==> config.mk <==
export PLATFORM = sky130hd
export DESIGN_NAME = addr_line_bist
export DESIGN_NICKNAME = d
export VERILOG_FILES = /design/src/rtl/addr_line_pkg.sv /design/src/rtl/alt_sequencer.sv /design/src/rtl/alt_checker.sv /design/src/rtl/alt_status.sv /design/src/rtl/addr_line_bist.sv
export SDC_FILE = /design/constraint.sdc
export NUM_CORES = 1
export LEC_CHECK = 0
export BUFFER_PORTS_ARGS = -buffer_cell sky130_fd_sc_hd__buf_2
export CAP_MARGIN = 10
export CORE_MARGIN = 10
export CORE_UTILIZATION = 59
export CTS_CLUSTER_SIZE = 16
export DETAILED_ROUTE_END_ITERATION = 7
export PLACE_DENSITY = 0.85
export SETUP_SLACK_MARGIN = 0.02
export SYNTH_ARGS = -nofsm -noshare
export SYNTH_HDL_FRONTEND = slang
export SYNTH_HIERARCHICAL = 1
export SYNTH_SLANG_ARGS = --single-unit
==> constraint.sdc <==
create_clock -name clk -period 3.2 [get_ports clk]
set_input_delay 0.64 -clock clk [delete_from_list [all_inputs] [get_ports clk]]
set_output_delay 0.64 -clock clk [all_outputs]
set_load 0.02 [all_outputs]
==> src/rtl/addr_line_pkg.sv <==
package addr_line_pkg;

  typedef enum logic [2:0] {
    ST_IDLE  = 3'd0,
    ST_WO_WR = 3'd1,
    ST_WO_RD = 3'd2,
    ST_OA_WR = 3'd3,
    ST_OA_RD = 3'd4,
    ST_DRAIN = 3'd5
  } alt_state_e;

  typedef enum logic {
    PH_WALK = 1'b0,
    PH_SELF = 1'b1
  } alt_phase_e;

endpackage

==> src/rtl/alt_sequencer.sv <==
module alt_sequencer
  import addr_line_pkg::*;
#(
  parameter int ADDR_W = 8,
  parameter int DATA_W = 16
) (
  input  logic              clk,
  input  logic              rst_n,
  input  logic              start,
  output logic              start_acc,
  output logic              busy,
  output logic              fin,
  output logic              mem_en,
  output logic              mem_we,
  output logic [ADDR_W-1:0] mem_addr,
  output logic [DATA_W-1:0] mem_wdata,
  output logic              rd_issue,
  output logic [DATA_W-1:0] rd_exp,
  output alt_phase_e        rd_phase
);

  localparam int CNT_W = ADDR_W + 1;
  localparam int MIN_W = (DATA_W < CNT_W) ? DATA_W : CNT_W;
  localparam logic [CNT_W-1:0] WO_LAST = CNT_W'(ADDR_W);

  alt_state_e       state_q, state_d;
  logic [CNT_W-1:0] cnt_q, cnt_d;
  logic             drain_q, drain_d;

  // Address of walking index: 0 -> zero, k -> only bit k-1 set.
  function automatic logic [ADDR_W-1:0] walk_addr(input logic [CNT_W-1:0] idx);
    logic [ADDR_W-1:0] a;
    for (int i = 0; i < ADDR_W; i++) a[i] = (idx == CNT_W'(i + 1));
    return a;
  endfunction

  // Zero-extend or truncate a counter-width value into the data width.
  function automatic logic [DATA_W-1:0] fit_data(input logic [CNT_W-1:0] v);
    logic [DATA_W-1:0] d;
    d = '0;
    for (int i = 0; i < MIN_W; i++) d[i] = v[i];
    return d;
  endfunction

  function automatic logic [DATA_W-1:0] walk_marker(input logic [CNT_W-1:0] idx);
    return fit_data(idx) + DATA_W'(1);
  endfunction

  function automatic logic [DATA_W-1:0] self_data(input logic [ADDR_W-1:0] a);
    return fit_data({1'b0, a});
  endfunction

  logic in_walk, wo_last, oa_last;
  assign in_walk = (state_q == ST_WO_WR) || (state_q == ST_WO_RD);
  assign wo_last = (cnt_q == WO_LAST);
  assign oa_last = &cnt_q[ADDR_W-1:0];

  assign start_acc = (state_q == ST_IDLE) && start;
  assign busy      = (state_q != ST_IDLE);
  assign fin       = (state_q == ST_DRAIN) && drain_q;

  always_comb begin
    state_d = state_q;
    cnt_d   = cnt_q;
    drain_d = 1'b0;
    unique case (state_q)
      ST_IDLE: if (start) begin
        state_d = ST_WO_WR;
        cnt_d   = '0;
      end
      ST_WO_WR: begin
        cnt_d = wo_last ? '0 : cnt_q + 1'b1;
        if (wo_last) state_d = ST_WO_RD;
      end
      ST_WO_RD: begin
        cnt_d = wo_last ? '0 : cnt_q + 1'b1;
        if (wo_last) state_d = ST_OA_WR;
      end
      ST_OA_WR: begin
        cnt_d = oa_last ? '0 : cnt_q + 1'b1;
        if (oa_last) state_d = ST_OA_RD;
      end
      ST_OA_RD: begin
        cnt_d = oa_last ? '0 : cnt_q + 1'b1;
        if (oa_last) state_d = ST_DRAIN;
      end
      ST_DRAIN: begin
        drain_d = 1'b1;
        if (drain_q) state_d = ST_IDLE;
      end
      default: state_d = ST_IDLE;
    endcase
  end

  always_ff @(posedge clk or negedge rst_n) begin
    if (!rst_n) begin
      state_q <= ST_IDLE;
      cnt_q   <= '0;
      drain_q <= 1'b0;
    end else begin
      state_q <= state_d;
      cnt_q   <= cnt_d;
      drain_q <= drain_d;
    end
  end

  logic [DATA_W-1:0] pat;
  assign mem_en    = (state_q == ST_WO_WR) || (state_q == ST_WO_RD) ||
                     (state_q == ST_OA_WR) || (state_q == ST_OA_RD);
  assign mem_we    = (state_q == ST_WO_WR) || (state_q == ST_OA_WR);
  assign mem_addr  = in_walk ? walk_addr(cnt_q) : cnt_q[ADDR_W-1:0];
  assign pat       = in_walk ? walk_marker(cnt_q) : self_data(cnt_q[ADDR_W-1:0]);
  assign mem_wdata = pat;
  assign rd_issue  = (state_q == ST_WO_RD) || (state_q == ST_OA_RD);
  assign rd_exp    = pat;
  assign rd_phase  = in_walk ? PH_WALK : PH_SELF;

  // non-zero walking indices use addresses with one bit set
  p_walk_one_bit_r3: assert property (@(posedge clk) disable iff (!rst_n)
    (mem_en && in_walk && cnt_q != '0) |-> ($countones(mem_addr) == 1));

  // walking read-back starts only after the final walking write
  p_walk_rd_after_wr_r4: assert property (@(posedge clk) disable iff (!rst_n)
    (state_q == ST_WO_RD && $past(state_q) == ST_WO_WR) |->
      ($past(mem_we) && $past(cnt_q) == WO_LAST));

  // own-address write sweep advances by one address per cycle
  p_self_ascend_r5: assert property (@(posedge clk) disable iff (!rst_n)
    (state_q == ST_OA_WR && $past(state_q) == ST_OA_WR) |->
      (mem_addr == ADDR_W'($past(mem_addr) + 1'b1)));

  // read sweep entered right after the top address was written
  p_read_after_sweep_r6: assert property (@(posedge clk) disable iff (!rst_n)
    (state_q == ST_OA_RD && $past(state_q) != ST_OA_RD) |->
      ($past(mem_we) && (&$past(mem_addr)) && mem_addr == '0));

  // a start while busy does not alter the running sequence
  p_start_ignored_r2: assert property (@(posedge clk) disable iff (!rst_n)
    (busy && start && state_q != ST_DRAIN) |=> busy);

endmodule

==> src/rtl/alt_checker.sv <==
module alt_checker
  import addr_line_pkg::*;
#(
  parameter int ADDR_W = 8,
  parameter int DATA_W = 16
) (
  input  logic              clk,
  input  logic              rst_n,
  input  logic              clear,
  input  logic              rd_issue,
  input  logic [ADDR_W-1:0] rd_addr,
  input  logic [DATA_W-1:0] rd_exp,
  input  alt_phase_e        rd_phase,
  input  logic [DATA_W-1:0] mem_rdata,
  output logic              err_valid,
  output logic              err_phase,
  output logic [ADDR_W-1:0] err_addr,
  output logic [DATA_W-1:0] err_data,
  output logic              fail_q
);

  logic              pv_q;
  logic [ADDR_W-1:0] paddr_q;
  logic [DATA_W-1:0] pexp_q;
  alt_phase_e        pphase_q;
  logic              mismatch;

  // Compare stage lines up with the one-cycle read latency.
  always_ff @(posedge clk or negedge rst_n) begin
    if (!rst_n) begin
      pv_q     <= 1'b0;
      paddr_q  <= '0;
      pexp_q   <= '0;
      pphase_q <= PH_WALK;
    end else begin
      pv_q <= rd_issue;
      if (rd_issue) begin
        paddr_q  <= rd_addr;
        pexp_q   <= rd_exp;
        pphase_q <= rd_phase;
      end
    end
  end

  assign mismatch = pv_q && (mem_rdata != pexp_q);

  always_ff @(posedge clk or negedge rst_n) begin
    if (!rst_n) begin
      err_valid <= 1'b0;
      err_phase <= 1'b0;
      err_addr  <= '0;
      err_data  <= '0;
      fail_q    <= 1'b0;
    end else begin
      err_valid <= mismatch;
      if (mismatch) begin
        err_phase <= pphase_q;
        err_addr  <= paddr_q;
        err_data  <= mem_rdata;
      end
      fail_q <= clear ? 1'b0 : (fail_q | mismatch);
    end
  end

  // an error strobe always stems from a read compared one cycle earlier
  p_err_from_compare_r7: assert property (@(posedge clk) disable iff (!rst_n)
    err_valid |-> $past(pv_q));

  // strobe address is the address of the read issued two cycles before
  p_err_addr_track_r7: assert property (@(posedge clk) disable iff (!rst_n)
    err_valid |-> (err_addr == $past(rd_addr, 2) && $past(rd_issue, 2)));

  // a strobe always leaves the sticky fail flag set
  p_fail_sticky_r8: assert property (@(posedge clk) disable iff (!rst_n)
    err_valid |-> fail_q);

endmodule

==> src/rtl/alt_status.sv <==
module alt_status (
  input  logic clk,
  input  logic rst_n,
  input  logic start_acc,
  input  logic fin,
  input  logic fail_q,
  input  logic busy,
  output logic done,
  output logic pass
);

  always_ff @(posedge clk or negedge rst_n) begin
    if (!rst_n) begin
      done <= 1'b0;
      pass <= 1'b0;
    end else if (start_acc) begin
      done <= 1'b0;
      pass <= 1'b0;
    end else if (fin) begin
      done <= 1'b1;
      pass <= ~fail_q;
    end
  end

  // done only rises at the end of a drain
  p_done_after_fin_r8: assert property (@(posedge clk) disable iff (!rst_n)
    $rose(done) |-> $past(fin));

  // pass is never claimed without done
  p_pass_needs_done_r8: assert property (@(posedge clk) disable iff (!rst_n)
    pass |-> done);

  // done and busy never overlap
  p_done_not_busy_r8: assert property (@(posedge clk) disable iff (!rst_n)
    done |-> !busy);

endmodule

==> src/rtl/addr_line_bist.sv <==
module addr_line_bist
  import addr_line_pkg::*;
#(
  parameter int ADDR_W = 8,
  parameter int DATA_W = 16
) (
  input  logic              clk,
  input  logic              rst_n,
  input  logic              start,
  output logic              busy,
  output logic              done,
  output logic              pass,
  output logic              mem_en,
  output logic              mem_we,
  output logic [ADDR_W-1:0] mem_addr,
  output logic [DATA_W-1:0] mem_wdata,
  input  logic [DATA_W-1:0] mem_rdata,
  output logic              err_valid,
  output logic              err_phase,
  output logic [ADDR_W-1:0] err_addr,
  output logic [DATA_W-1:0] err_data
);

  logic              start_acc;
  logic              fin;
  logic              rd_issue;
  logic [DATA_W-1:0] rd_exp;
  alt_phase_e        rd_phase;
  logic              fail_q;

  alt_sequencer #(.ADDR_W(ADDR_W), .DATA_W(DATA_W)) seq_i (
    .clk       (clk),
    .rst_n     (rst_n),
    .start     (start),
    .start_acc (start_acc),
    .busy      (busy),
    .fin       (fin),
    .mem_en    (mem_en),
    .mem_we    (mem_we),
    .mem_addr  (mem_addr),
    .mem_wdata (mem_wdata),
    .rd_issue  (rd_issue),
    .rd_exp    (rd_exp),
    .rd_phase  (rd_phase)
  );

  alt_checker #(.ADDR_W(ADDR_W), .DATA_W(DATA_W)) chk_i (
    .clk       (clk),
    .rst_n     (rst_n),
    .clear     (start_acc),
    .rd_issue  (rd_issue),
    .rd_addr   (mem_addr),
    .rd_exp    (rd_exp),
    .rd_phase  (rd_phase),
    .mem_rdata (mem_rdata),
    .err_valid (err_valid),
    .err_phase (err_phase),
    .err_addr  (err_addr),
    .err_data  (err_data),
    .fail_q    (fail_q)
  );

  alt_status sts_i (
    .clk       (clk),
    .rst_n     (rst_n),
    .start_acc (start_acc),
    .fin       (fin),
    .fail_q    (fail_q),
    .busy      (busy),
    .done      (done),
    .pass      (pass)
  );

  // no request leaves the block while idle
  p_idle_quiet_r1: assert property (@(posedge clk) disable iff (!rst_n)
    !busy |-> (!mem_en && !mem_we));

  // requests never pause between launch and final read
  p_no_gap_r9: assert property (@(posedge clk) disable iff (!rst_n)
    ($past(mem_en) && mem_en == 1'b0 && busy) |-> $past(!mem_we));

endmodule

==> Word level (Yosys, flattened, before mapping) <==
Cells that the tools add are included.
{ "word_totals": {"mem_count": 0, "elab_cells": 75, "ramBits": 0, "regBits": 68, "in_bits": 19, "mem_bits_ro": 0, "out_inout_bits": 55, "latchBits": 0} }
{ "classes": {"n_shift": 0, "mul": 0, "mux": 20, "addsub": 2, "n_bitwise": 2, "n_eq_ne": 20, "order_cmp": 0, "div": 0, "reduce_logical": 17} }
{ "ops": {"columns": ["op", "count"], "rows": [
  ["9-bit by 3-bit equality test with 1-bit output, second input constant", 4],
  ["9-bit 2-to-1 mux", 3],
  ["9-bit case mux with 3 select lines", 1],
  ["9-bit by 2-bit equality test with 1-bit output, second input constant", 2],
  ["3-bit 2-to-1 mux", 6],
  ["3-bit case mux with 6 select lines", 1],
  ["16-bit 2-to-1 mux", 1],
  ["16-bit != test", 1],
  ["9-bit by 1-bit adder with 10-bit output, second input constant", 1],
  ["2-bit by 1-bit != test with 1-bit output, second input constant", 5],
  ["9-bit by 1-bit adder with 9-bit output, second input constant", 1],
  ["9-bit by 1-bit equality test with 1-bit output, second input constant", 1],
  ["9-bit by 4-bit equality test with 1-bit output, second input constant", 1],
  ["8-bit 2-to-1 mux", 1],
  ["8-bit AND reduction", 1],
  ["1-bit 2-to-1 mux", 7],
  ["3-bit by 2-bit equality test with 1-bit output, second input constant", 2],
  ["3-bit equality test, second input constant", 2],
  ["6-bit AND reduction", 1],
  ["3-bit nonzero test", 2],
  ["1-bit logical OR", 5],
  ["2-bit OR reduction", 2],
  ["3-bit by 1-bit equality test with 1-bit output, second input constant", 1],
  ["1-bit logical AND", 3],
  ["other kinds (6)", 6]
]} }

==> Logic depth before layout (Yosys ltp) <==
{ "depth": {"depth_word": 4, "depth_mapped": 9, "ltp_nobuf": 7} }

==> By module <==
Netlist, hierarchy kept.
{ "by_module_without_submodules": {"columns": ["module", "area_each_um2", "seq_area_each_um2", "instances", "cells_each"], "rows": [
  ["alt_checker", 2128.3, 1326.3, 1, 132],
  ["alt_sequencer", 1431.4, 325.3, 1, 167],
  ["alt_status", 68.8, 50.0, 1, 6]
]} }

==> Least setup slack after synthesis <==
OpenSTA, ideal clock, no wires.
{ "synth_timing": {"kind": "register -> output", "startpoint": "register seq_i.state_q[0]", "endpoint": "output port mem_addr[5]", "path_stages_with_launch": 6, "arrival_time_ns": 1.720, "path_buffers": 1, "path_slack_ns": 0.840, "t_required_ns": 2.560, "cell_sequence": "dfrtp_1 -> buf_6 -> nand2b_4 -> a21oi_4 -> nand4b_1 -> o32ai_1"} }
{ "synth_between": {"elab_chain_len": 3, "elab_cells_between_ends": 4, "cone_classes": "eq/ne (2); mux (1); reduce/logical (1)"} }
{ "synth_lines": {"columns": ["element", "line", "source"], "rows": [
  ["start: declaration", "alt_sequencer.sv:26", "alt_state_e state_q, state_d;"],
  ["start signal: assignment", "alt_sequencer.sv:101", "state_q <= state_d;"],
  ["3-bit by 1-bit equality test with 1-bit output / 3-bit by 2-bit equality test with 1-bit output (equally long branches)", "alt_sequencer.sv:54", "assign in_walk = (state_q == ST_WO_WR) || (state_q == ST_WO_RD);"],
  ["1-bit logical OR *", "alt_sequencer.sv:54", null],
  ["8-bit 2-to-1 mux *", "alt_sequencer.sv:111", "assign mem_addr = in_walk ? walk_addr(cnt_q) : cnt_q[ADDR_W-1:0];"],
  ["end: declaration", "addr_line_bist.sv:15", "output logic [ADDR_W-1:0] mem_addr,"]
]} }
Every way passes the cells marked *; elsewhere a longest branch is shown, timed or not.

==> Final worst setup path <==
{ "layout_timing": {"startpoint": "register seq_i.state_q[0]", "endpoint": "output port mem_wdata[7]"} }
{ "layout_between": {"elab_chain_len": 3, "elab_cells_between_ends": 4, "cone_classes": "eq/ne (2); mux (1); reduce/logical (1)"} }
{ "layout_lines": {"columns": ["element", "line", "source"], "rows": [
  ["3-bit by 1-bit equality test with 1-bit output / 3-bit by 2-bit equality test with 1-bit output (equally long branches)", "alt_sequencer.sv:54", null],
  ["1-bit logical OR *", "alt_sequencer.sv:54", null],
  ["16-bit 2-to-1 mux *", "alt_sequencer.sv:112", "assign pat = in_walk ? walk_marker(cnt_q) : self_data(cnt_q[ADDR_W-1:0]);"],
  ["end: declaration", "addr_line_bist.sv:16", "output logic [DATA_W-1:0] mem_wdata,"]
]} }
Marks and branches as above.

==> metrics <==
status=completed; via/cell ratio=between 5 and 6; CTS tree=built; initial core utilization=60.9%; die width=98.4 um; worst reg-to-reg path cell count=6; Fmax=339 MHz; vias in the first global route=2592; post-cts repair resize count=0; final setup fails=0; flop-to-flop setup slack=810 ps; Final Max Slew Viols=0; CP startpoint kind=flop; Pleak=1.96 nW; post-DR wirelength/cell=17.3 um; layout cells sized above 1=slightly above 40%; Detailed Routing Iterations Pass 1=4; CTS max path bufs=2; Die Span Y=98.4 um; Max transition margin=33.8%; unrepaired setup endpoints after global routing=no; Post-Syn Area per Cell=~12 um2; Reg clk slew, reported paths=70 ps; Worst IR Drop VDD=between 500 and 600 uV; clock buffer count from CTS=9; Setup Skew=between 9 and 10 ps; Worst Path Required=2560 ps; worst min-delay path class=input pin to async pin; Fin Setup TNS=0 ps; part of the cycle the worst path needs=92.2%; asr flop ratio synth=100%; area post-placement=3850 um2; max cap viols=0; die area=9690 um2; hold buffer count at cts=0; worst slew pin tran=~990 ps; # port buffers=67; worst slack, placed=607 ps; Tmin final=just under 3000 ps; area of the mapped netlist=around 3600 um2; Final Hold Viols=0; critical-path cell list=nand2b_4 > a21oi_4 > inv_2 > nor3_1 > xor2_1 > buf_2; crit path max fanout=15; sequential area share after synthesis=46.9%; first-pass GRT wire length=12700 um; Layout area overhead=11.2%; GR Overflow Total=0; antenna violations before repair=0; hold_ws=around 370 ps; Cell variety after synth=60; Worst-Skew Late Latency=340 ps; cell area power density=roughly 1000 nW/um2; Sink Count=68; #FFs+latches synth=68; CP peak stage delay=510 ps; CP max-delay cell=dfrtp_1; DRC errors left=0; # diodes=0; Multi-input gate area=1640 um2; core box area=5960 um2; register area=1700 um2; final wirelength=7630 um; H-tree lvl count=3; routability cong.=a little over 0.9; Crit Reg-Reg Startpoint=seq_i/cnt_q[0]$_DFFE_PN0P_; Arr. time, crit path=2310 ps; routed via count=~2400; initial DRC count=149; post-route cell area=just over 4000 um2; Post-DP HPWL=about 5700 um; Syn. warnings=6; setup ws final=249 ps; Cells after Synth=a little over 300; EDFF count, synth=0; Final ANT Viol Nets=0; row cnt=28; # fillers=454; Design Power=4.23 mW; nets@finish=384; reg-to-reg endpoint=seq_i/state_q[0]$_DFFE_PN0P_; ys flop type=dfrtp_1; Setup Buffers After CTS=0; largest net degree at the start of global routing=37; crit end category=output pin; All-Layer GR Usage=around 16%; clk root buf=clkbuf_8; CP Class=flop to output pin; # IOs=74
-- sequential cells by signal, indices dropped and copies added, names as in the netlist, 3 cells and up --
name and flops:
chk_i/err_data 16, chk_i/pexp_q 16, seq_i/cnt_q 9, chk_i/err_addr 8, chk_i/paddr_q 8, seq_i/state_q 3
-- worst max-delay path, delay by kind of cell (launching register included) --
kind / cells / cell delay, ps
XOR/XNOR: 1 / 240
buffers and inverters: 2 / 420
flip-flops: 1 / 510
AND/OR/NAND/NOR: 2 / 490
AO/OA/AOI/OAI: 1 / 310
-- cell type report --
cell class / count / share of cell area [%]
Clock buffer: 11 / 3.26
Timing Repair Buffer: 70 / 9.18
Multi-Input combinational cell: 199 / 40.6
Tap cell: 75 / 2.33
Clock inverter: 5 / 1.30
Sequential cell: 68 / 42.2
Inverter: 12 / 1.12
-- layout by cell type (no fill, tap or decap), types with 3 or more instances in the layout --
cell and count:
nand2_1 20, clkinv_2 3, and2_1 3, inv_1 11, nand4_1 4, dfrtp_1 68
nor2_1 17, ha_1 5, conb_1 12, a32o_1 3, o21ai_0 8, xnor2_1 23
mux2_2 49, buf_2 67, and3_1 3, a21oi_1 3, clkbuf_8 9
-- cells in the mapped netlist (all sizes together) (2+ instances only) --
| cell | count | area share, % |
|---|---|---|
| xor2 | 2 | 0.48 |
| nor3 | 3 | 0.55 |
| or2 | 2 | 0.35 |
| nand2 | 20 | 2.1 |
| o22ai | 3 | 0.90 |
| and3 | 3 | 0.52 |
| ha | 5 | 1.7 |
| o21bai | 2 | 0.52 |
| nand2b | 3 | 0.93 |
| and2 | 3 | 0.52 |
| xnor2 | 23 | 5.6 |
| a21oi | 4 | 0.86 |
| clkbuf | 4 | 0.41 |
| nor2b | 2 | 0.34 |
| nor2 | 18 | 1.9 |
| a32o | 3 | 0.83 |
| a22oi | 2 | 0.55 |
| nor4 | 2 | 0.76 |
| nand3 | 2 | 0.28 |
| o32ai | 2 | 0.48 |
| o21ai | 10 | 1.5 |
| inv | 12 | 1.2 |
| dfrtp | 68 | 47 |
| buf | 33 | 7.5 |
| nor4b | 2 | 0.90 |
| nand4 | 4 | 0.69 |
| mux2 | 51 | 16 |
-- logic make-up (layout without fill, tap and decap cells) --
family / Yosys count / in the layout / synth area share (%)
AOI/OAI and AO/OA: 35 / 35 / 8.66
adders and majority gates: 5 / 5 / 1.72
and+or+nand+nor: 71 / 71 / 11.5
other: 1 / 12 / 0.103
buffers and inverters: 49 / 98 / 9.14
xor gates and xnor gates: 25 / 25 / 6.03
muxes: 51 / 51 / 15.9
DFF: 68 / 68 / 46.9
-- layer usage --
metal,up-vias,track usage [%],routed length (um)
li1,1131,-,-
met5,-,0,0
met2,96,26.5,3770
met4,0,6.39,109
met3,14,5.45,635
met1,1202,18.3,3110
-- stage by stage --
step | utilization (%) | std cells
2_1_floorplan | - | 316
3_3_place_gp | 64.6 | 424
3_5_place_dp | 64.6 | 424
4_1_cts | 67.7 | 440
5_1_grt | 67.7 | 440
6_report | 67.7 | 440
-- worst max path at each step --
stage,from,end,cells past startpoint
6_report,seq_i/state_q[0]$_DFFE_PN0P_,mem_wdata[7],6
5_1_grt,seq_i/state_q[0]$_DFFE_PN0P_,mem_addr[6],5
4_1_cts,seq_i/state_q[0]$_DFFE_PN0P_,mem_wdata[7],6
3_5_place_dp,seq_i/state_q[0]$_DFFE_PN0P_,mem_wdata[7],6
3_3_place_gp,seq_i/state_q[0]$_DFFE_PN0P_,mem_addr[6],5
2_1_floorplan,seq_i/state_q[0]$_DFFE_PN0P_,mem_addr[5],5
-- power by group --
group          switching, mW  internal (mW)  leakage [nW]
sequential             0.270           1.19         0.867
clock                  0.318          0.356        0.0931
combinational           1.18          0.910          1.00
(Power assumes the default switching activity.)
